## src/rtl/tick_timer_pkg.sv

```systemverilog
package tick_timer_pkg;
  localparam int DATA_W = 32;
  localparam int ADDR_W = 8;

  localparam logic [ADDR_W-1:0] OFF_TICK_BUF = 8'h00;
  localparam logic [ADDR_W-1:0] OFF_EVT_BUF  = 8'h08;
  localparam logic [ADDR_W-1:0] OFF_CTRL     = 8'h20;
  localparam logic [ADDR_W-1:0] OFF_STAT     = 8'h30;
  localparam logic [ADDR_W-1:0] OFF_IEN      = 8'h34;
  localparam logic [ADDR_W-1:0] OFF_WACK     = 8'h40;

  localparam int UPDATE_BIT = 31;
  localparam int WACK_TICK  = 0;
  localparam int WACK_EVT   = 1;
  localparam int WACK_CTRL  = 3;

  typedef struct packed {
    logic interval;
    logic evt_run;
    logic tick_run;
  } ctrl_t;
endpackage

```

## src/rtl/tt_prescaler.sv

```systemverilog
module tt_prescaler #(
  parameter int W = 32
) (
  input  logic         clk,
  input  logic         rst_n,
  input  logic         run,
  input  logic [W-1:0] reload,
  output logic         tick
);
  logic [W-1:0] cnt;

  function automatic logic [W-1:0] step(input logic [W-1:0] cur, input logic [W-1:0] rld);
    return (cur == '0) ? rld : cur - 1'b1;
  endfunction

  assign tick = run && (cnt == '0);

  always_ff @(posedge clk or negedge rst_n) begin
    if (!rst_n)    cnt <= '0;
    else if (!run) cnt <= reload;
    else           cnt <= step(cnt, reload);
  end
endmodule

```

## src/rtl/tt_event_counter.sv

```systemverilog
module tt_event_counter #(
  parameter int W = 31
) (
  input  logic         clk,
  input  logic         rst_n,
  input  logic         run,
  input  logic         interval,
  input  logic         tick,
  input  logic         load,
  input  logic [W-1:0] load_val,
  input  logic [W-1:0] reload,
  output logic         evt,
  output logic         at_zero
);
  logic [W-1:0] cnt;

  function automatic logic [W-1:0] after_tick(input logic [W-1:0] cur, input logic [W-1:0] rld,
                                              input logic rep);
    if (cur == W'(1)) return rep ? rld : '0;
    return cur - 1'b1;
  endfunction

  assign at_zero = (cnt == '0);
  assign evt     = run && tick && (cnt == W'(1));

  always_ff @(posedge clk or negedge rst_n) begin
    if (!rst_n)                      cnt <= '0;
    else if (load)                   cnt <= load_val;
    else if (!run)                   cnt <= reload;
    else if (tick && cnt != '0)      cnt <= after_tick(cnt, reload, interval);
  end
endmodule

```

## src/rtl/tt_regs.sv

```systemverilog
module tt_regs
  import tick_timer_pkg::*;
#(
  parameter int TICK_W = 32,
  parameter int EVT_W  = 31
) (
  input  logic              clk,
  input  logic              rst_n,
  input  logic              wr_en,
  input  logic [ADDR_W-1:0] wr_addr,
  input  logic [DATA_W-1:0] wr_data,
  input  logic [ADDR_W-1:0] rd_addr,
  input  logic              evt,
  output logic [TICK_W-1:0] tick_buf,
  output logic [EVT_W-1:0]  evt_buf,
  output logic              evt_load,
  output ctrl_t             ctrl,
  output logic              sts,
  output logic              ien,
  output logic              ws_ctrl,
  output logic [DATA_W-1:0] rd_data
);
  logic ws_tick, ws_evt;
  logic wr_tick, wr_evt, wr_ctrl, wr_stat, wr_ien, wr_wack;

  assign wr_tick  = wr_en && (wr_addr == OFF_TICK_BUF);
  assign wr_evt   = wr_en && (wr_addr == OFF_EVT_BUF);
  assign wr_ctrl  = wr_en && (wr_addr == OFF_CTRL);
  assign wr_stat  = wr_en && (wr_addr == OFF_STAT);
  assign wr_ien   = wr_en && (wr_addr == OFF_IEN);
  assign wr_wack  = wr_en && (wr_addr == OFF_WACK);
  assign evt_load = wr_evt && wr_data[UPDATE_BIT];

  function automatic logic ack_next(input logic cur, input logic set, input logic clr);
    if (set) return 1'b1;
    if (clr) return 1'b0;
    return cur;
  endfunction

  always_ff @(posedge clk or negedge rst_n) begin
    if (!rst_n) begin
      tick_buf <= '0;
      evt_buf  <= '0;
      ctrl     <= '0;
      sts      <= 1'b0;
      ien      <= 1'b0;
      ws_tick  <= 1'b0;
      ws_evt   <= 1'b0;
      ws_ctrl  <= 1'b0;
    end else begin
      if (wr_tick)  tick_buf <= wr_data[TICK_W-1:0];
      if (evt_load) evt_buf  <= wr_data[EVT_W-1:0];
      if (wr_ctrl)  ctrl     <= ctrl_t'(wr_data[2:0]);
      if (wr_ien)   ien      <= wr_data[0];
      sts     <= evt ? 1'b1 : ((wr_stat && wr_data[0]) ? 1'b0 : sts);
      ws_tick <= ack_next(ws_tick, wr_tick, wr_wack && wr_data[WACK_TICK]);
      ws_evt  <= ack_next(ws_evt,  wr_evt,  wr_wack && wr_data[WACK_EVT]);
      ws_ctrl <= ack_next(ws_ctrl, wr_ctrl, wr_wack && wr_data[WACK_CTRL]);
    end
  end

  always_comb begin
    rd_data = '0;
    case (rd_addr)
      OFF_TICK_BUF: rd_data = DATA_W'(tick_buf);
      OFF_EVT_BUF:  rd_data = DATA_W'(evt_buf);
      OFF_CTRL:     rd_data = DATA_W'(ctrl);
      OFF_STAT:     rd_data = DATA_W'(sts);
      OFF_IEN:      rd_data = DATA_W'(ien);
      OFF_WACK: begin
        rd_data[WACK_TICK] = ws_tick;
        rd_data[WACK_EVT]  = ws_evt;
        rd_data[WACK_CTRL] = ws_ctrl;
      end
      default:      rd_data = '0;
    endcase
  end
endmodule

```

## src/rtl/tick_timer_core.sv

```systemverilog
module tick_timer_core
  import tick_timer_pkg::*;
#(
  parameter int TICK_W = 32,
  parameter int EVT_W  = 31
) (
  input  logic              clk,
  input  logic              rst_n,
  input  logic              wr_en,
  input  logic [ADDR_W-1:0] wr_addr,
  input  logic [DATA_W-1:0] wr_data,
  input  logic [ADDR_W-1:0] rd_addr,
  output logic [DATA_W-1:0] rd_data,
  output logic              irq
);
  logic [TICK_W-1:0] tick_buf;
  logic [EVT_W-1:0]  evt_buf;
  logic              evt_load;
  ctrl_t             ctrl;
  logic              sts, ien, ws_ctrl;
  logic              tick, evt, icnt_zero;
  logic              tick_run, evt_run, interval_mode;

  assign tick_run      = ctrl.tick_run;
  assign evt_run       = ctrl.evt_run;
  assign interval_mode = ctrl.interval;

  tt_regs #(.TICK_W(TICK_W), .EVT_W(EVT_W)) u_regs (
    .clk(clk), .rst_n(rst_n), .wr_en(wr_en), .wr_addr(wr_addr), .wr_data(wr_data),
    .rd_addr(rd_addr), .evt(evt), .tick_buf(tick_buf), .evt_buf(evt_buf),
    .evt_load(evt_load), .ctrl(ctrl), .sts(sts), .ien(ien), .ws_ctrl(ws_ctrl),
    .rd_data(rd_data)
  );

  tt_prescaler #(.W(TICK_W)) u_pre (
    .clk(clk), .rst_n(rst_n), .run(tick_run), .reload(tick_buf), .tick(tick)
  );

  tt_event_counter #(.W(EVT_W)) u_evt (
    .clk(clk), .rst_n(rst_n), .run(evt_run), .interval(interval_mode), .tick(tick),
    .load(evt_load), .load_val(wr_data[EVT_W-1:0]), .reload(evt_buf),
    .evt(evt), .at_zero(icnt_zero)
  );

  assign irq = sts && ien;
endmodule

```

## config.mk

```make
export PLATFORM = sky130hd
export DESIGN_NAME = tick_timer_core
export DESIGN_NICKNAME = d
export VERILOG_FILES = /design/src/rtl/tick_timer_pkg.sv /design/src/rtl/tt_prescaler.sv /design/src/rtl/tt_event_counter.sv /design/src/rtl/tt_regs.sv /design/src/rtl/tick_timer_core.sv
export SDC_FILE = /design/constraint.sdc
export NUM_CORES = 1
export LEC_CHECK = 0
export ABC_CLOCK_PERIOD_IN_PS = 2450
export BUFFER_PORTS_ARGS = -buffer_cell sky130_fd_sc_hd__buf_4
export CAP_MARGIN = 20
export CORE_ASPECT_RATIO = 1.75
export CORE_MARGIN = 3
export CORE_UTILIZATION = 59
export CTS_CLUSTER_SIZE = 12
export DETAILED_ROUTE_END_ITERATION = 10
export PLACE_DENSITY = 0.82
export SYNTH_ARGS = -nofsm -noshare
export SYNTH_HDL_FRONTEND = slang
export SYNTH_SLANG_ARGS = --single-unit
```

## constraint.sdc

```tcl
create_clock -name clk -period 2.45 [get_ports clk]
set_input_delay 0.1225 -clock clk [delete_from_list [all_inputs] [get_ports clk]]
set_output_delay 0.1225 -clock clk [all_outputs]
set_load 0.05 [all_outputs]
```

==> After elaboration in Yosys (flattened, before gate mapping) <==
Index checks and enable logic that the tools add are counted.
Widths: inputs -> output; s select.
{ "classes": {"addsub": 2, "n_eq_ne": 12, "mux": 39, "reduce_logical": 24} }
{ "ops": {"columns": ["operator", "count"], "rows": [
  ["$mux 31", 6],
  ["$mux 32", 2],
  ["$pmux 28 s2", 1],
  ["$eq 8x6->1 const B", 6],
  ["$logic_not 32->1", 1],
  ["$sub 32x1->32 const B", 1],
  ["$eq 31x1->1 const B", 1],
  ["$reduce_bool 31->1", 1],
  ["$sub 31x1->31 const B", 1],
  ["$mux 1", 27],
  ["$eq 8x4->1 const B", 2],
  ["$eq 8x7->1 const B", 2],
  ["$logic_and 1x1->1", 16],
  ["$logic_not 8->1", 2],
  ["$pmux 2 s6", 1],
  ["$reduce_bool 2->1", 4],
  ["$pmux 1 s3", 2],
  ["$ne 3x2->1 const B", 1]
]} }
{ "totals": {"regBits": 134, "out_inout_bits": 33, "elab_cells": 89} }

==> Longest topological paths before layout <==
{ "depth": {"word_depth": 10, "ltp_mapped": 10} }

==> Hierarchy <==
A second synthesis with hierarchy kept.
{ "unflattened": {"hier_cells": 716, "area_unflattened_um2": 7357.1} }
{ "modules_own_cells": {"columns": ["module", "n_inst", "cells_each", "area_each_um2", "seq_area_each_um2"], "rows": [
  ["tt_regs", 1, 231, 3240.6, 1776.7],
  ["tt_event_counter", 1, 279, 2301.0, 775.7],
  ["tt_prescaler", 1, 205, 1809.2, 800.8],
  ["tick_timer_core", 1, 1, 6.3, 0.0]
]} }

==> Worst setup path before layout <==
Ideal clock, no wire load.
{ "synth_timing": {"path_kind": "register to register", "startpoint": "reg u_pre.cnt[15]", "endpoint": "reg u_evt.cnt[1]", "arrival_time_ps": 2109, "path_slack_ps": 217, "stages_incl_launch_ff": 8, "n_path_buf": 1, "period_less_slack_ps": 2233, "cell_sequence": "dfrtp_1 > or4_4 > nor4b_4 > nand4_2 > o21a_2 > buf_6 > a211oi_2 > a21oi_1"} }
{ "synth_via": {"elab_chain_cells": 4} }
{ "synth_lines": {"columns": ["element", "line_no", "text"], "rows": [
  ["start, declared", "tt_prescaler.sv:10", "logic [W-1:0] cnt;"],
  ["start signal, assigned", "tt_prescaler.sv:20", "else if (!run) cnt <= reload;"],
  ["start signal, assigned", "tt_prescaler.sv:21", "else cnt <= step(cnt, reload);"],
  ["$logic_not 32->1", "tt_prescaler.sv:16", "assign tick = run && (cnt == '0);"],
  ["$logic_and 1x1->1", "tt_prescaler.sv:16", null],
  ["$logic_and 1x1->1", "tt_event_counter.sv:30", "else if (tick && cnt != '0) cnt <= after_tick(cnt, reload, interval);"],
  ["$ne 3x2->1 (no source line)", null, null],
  ["end signal, assigned", "tt_event_counter.sv:28", "else if (load) cnt <= load_val;"],
  ["end signal, assigned", "tt_event_counter.sv:29", "else if (!run) cnt <= reload;"],
  ["end signal, assigned", "tt_event_counter.sv:30", null],
  ["end, declared", "tt_event_counter.sv:15", "logic [W-1:0] cnt;"]
]} }
No other way between the ends.
A chain may end at the register's enable or synchronous reset.

==> Worst setup path after layout <==
{ "layout_timing": {"startpoint": "reg u_evt.cnt[20]", "endpoint": "reg u_evt.cnt[12]"} }
{ "layout_via": {"elab_chain_cells": 9, "word_cells_on_any_way": 12, "classes_between": "eq/ne (2); mux (8); reduce/logical (2)"} }
{ "layout_lines": {"columns": ["element", "line_no", "text"], "rows": [
  ["$eq 31x1->1", "tt_event_counter.sv:19", "if (cur == W'(1)) return rep ? rld : '0;"],
  ["$mux 1", "tt_event_counter.sv:19", null],
  ["$mux 1", "tt_event_counter.sv:30", null],
  ["$mux 1", "tt_event_counter.sv:29", null],
  ["$mux 1", "tt_event_counter.sv:28", null],
  ["$mux 31", "tt_event_counter.sv:20", "return cur - 1'b1;"],
  ["$mux 31", "tt_event_counter.sv:30", null],
  ["$mux 31", "tt_event_counter.sv:29", null],
  ["$mux 31", "tt_event_counter.sv:28", null]
]} }
Several ways; a longest one is shown, not always the timed one. The select of a mux whose other input is x is not followed.

==> impl_metrics.csv <==
group,metric,value,unit
outcome,outcome,"finished, final reports clean",
floorplan,die_w,90.0,µm
layout,area_delta_synth_final,29.8,%
sta,skew,0.0106,ns
route,vias,7118,
power,ir_worst_vdd,441,µV
route,route.detailed.drc,0,
power,p_leak,0.00462,µW
yosys,syn_area_per_cell,9.59,µm²
cts,clock-root-buffer,"clkbuf_16",
sta,timing.slew.headroom,55.6,%
floorplan,chipHeight,153,µm
worst_setup_path,endpoint_kind,"flip-flop",
layout,multi_input_area,0.00375,mm²
layout,nFillCells,808,
yosys,yosysTopAreaCellShare,46.0,%
sta,finalCritPeriodShare,98.1,%
yosys,yosysMostFrequentCell,"nand2_1",
route,vias_per_cell,6.52,
route,drt-total-wl,24.7,mm
placed_design,gp_congestion,0.946,
grt,grt_pass1_wl,38.5,mm
route,drtAntennaViolNets,0,
sta,fin_tns_setup,0,ns
cts,clock_latency,0.42,ns
yosys,yosys-top-cells-area,"dfrtp_1, nand2_1, mux2_2, a22o_1, o21ai_0",
yosys,synth-seq-cells,134,
worst_setup_path,cp_data_arrival_time,2.71,ns
layout,final_cells,1092,
route,drt_first_iter_violations,774,
yosys,seq_area_frac_synth,46.0,%
cts,cts_setup_buffers,0,
sta,tightest_slew,0.666,ns
yosys,synth_cell_types,64,
yosys,synth_enable_flop_cells,0,
sta,fin_ws,0.0471,ns
cts,clockBufferDepth,2,
floorplan,core_area,0.0121,mm²
yosys,yosys_most_used_dff,"dfrtp_1",
worst_setup_path,start_kind,"flip-flop",
grt,grt_antenna_before_repair,0,
layout,antenna_cells,0,
layout,area.sequential,0.00335,mm²
cts,cts_inserted_buffers,17,
sta,slew_violations,0,
sta,final-setup-viol-count,0,
cts,cts_tree,"done",
cts,cts_htree_levels,4,
yosys,yosys.area.top_type,"dfrtp_1",
grt,grt_pass1_vias,7046,
grt,grt_max_degree,52,
sta,hold_viol,0,
worst_setup_path,cp.required,2.76,ns
cts,cts.sinks,134,
yosys,syn_inst,759,
floorplan,initial_utilization,60.3,%
worst_hold_path,hold_path_class,"input port to flip-flop",
grt,grt_overflow,0,
sta,max_freq,0.416,GHz
yosys,syn_area,0.00728,mm²
worst_setup_path,cp_max_fo,7,
yosys,synthTopCellsByCount,"nand2_1, dfrtp_1, o21ai_0, nor2_1, mux2_2",
floorplan,fp.dieArea,0.0138,mm²
layout,final_nets,969,
placed_design,place_inst,1026,
placed_design,place_ws,-0.0608,ns
cts,cts.clk_slew.worst_paths,0.06,ns
run,cap_violations,0,
floorplan,rows,53,
route,first_pass_iters,5,
grt,grt_usage,35.7,%
floorplan,ios,84,
power,power.total,7230,µW
layout,drive_gt1_share,26.2,%
worst_setup_path,path_class,"flip-flop to flip-flop",
placed_design,dp_hpwl,17.4,mm
yosys,async_reset_ff_share,100,%
power,powerDensity,765,mW/mm²
yosys,ys_warn_count,0,
route,wl_per_cell,22.6,µm
placed_design,numPortBuffers,83,
sta,hold_slack,0.0877,ns
yosys,syn_nets,814,
sta,fin_crit,2.40,ns
## placed cells by master, fill, tap and decap left out, types with 10 or more instances in the layout
cell,n
nor4_1,12
nand2_1,141
a22o_1,28
o21ai_0,44
nor3_1,18
clkbuf_16,17
xor2_1,13
buf_4,136
dlygate4sd3_1,34
mux2_2,31
o21ai_1,26
xnor2_1,19
nand3_1,16
or3_1,12
dfrtp_1,134
nor2_1,39
a21oi_1,25
inv_1,10
## area by class of cell
cell class | count | area share (%)
timing repair buffer | 177 | 15.9
multi-input combinational | 574 | 39.7
sequential | 134 | 35.5
tap | 165 | 2.18
inverter | 10 | 0.397
clock buffer | 17 | 4.50
clock inverter | 15 | 1.80
## flip-flops by register name (all words and copies together), names as in the netlist, 3 cells and up
name             count
u_regs.tick_buf     32
u_pre.cnt           32
u_regs.ctrl          3
u_regs.evt_buf      31
u_evt.cnt           31
## cells by family (layout without fill, tap and decap cells)
group                      Yosys count  after routing  share of synthesized area, %
and+or+nand+nor                    310            310                          22.1
AOI/OAI and AO/OA                  191            191                          18.3
DFF                                134            134                          46.0
buffers and inverters               51            219                          3.26
muxes                               37             37                          5.72
xor gates and xnor gates            32             32                          3.85
adders and majority gates            4              4                         0.687
## routing by layer
layer	routed length, µm	vias to the layer above	global-route usage (%)
met1	8830	3518	41.5
met3	1650	109	5.81
li1	-	3093	-
met5	0	-	0
met2	12600	398	62.1
met4	1570	0	20.9
## repair_timing
item | CTS | global route
hold buffers | 34 | 0
pin swaps | 0 | 2
endpoints found under the setup margin | 16 | 28
endpoints found under the hold margin | 112 | 0
gates resized for setup | 1 | 8
## power breakdown
group	total (µW)	switching (µW)	leakage [µW]	internal, µW
combinational	2110	1200	0.00250	918
clock	2600	1070	0.000281	1530
sequential	2520	172	0.00184	2350
total	7230	2440	0.00462	4790
## worst max-delay path: stages (launching register included)
cell and delay [ns]:
dfrtp_1 0.45, nor4_1 0.37, nand4_2 0.17, or3_1 0.51, and3_1 0.25, a221o_1 0.32, a32o_1 0.22
## path summary, 6_finish.rpt
path,start,to,slack (ns),cells past startpoint
max,u_evt.cnt[20],u_evt.cnt[12],0.05,6
min,wr_addr[2],u_regs.ien,0.09,3
max reg2reg,u_evt.cnt[20],u_evt.cnt[12],0.05,6
min reg2reg,u_regs.ws_tick,u_regs.ws_tick,0.50,1
max in group asynchronous,rst_n,u_regs.tick_buf[23],1.46,3
min in group asynchronous,rst_n,u_pre.cnt[13],0.28,2
## stage by stage
stage	util [%]	instance area (µm²)
2_1_floorplan	-	7280
3_3_place_gp	70.1	8460
3_5_place_dp	70.1	8460
4_1_cts	77.9	9410
5_1_grt	78.3	9450
6_report	78.3	9450
(Power assumes the default switching activity.)
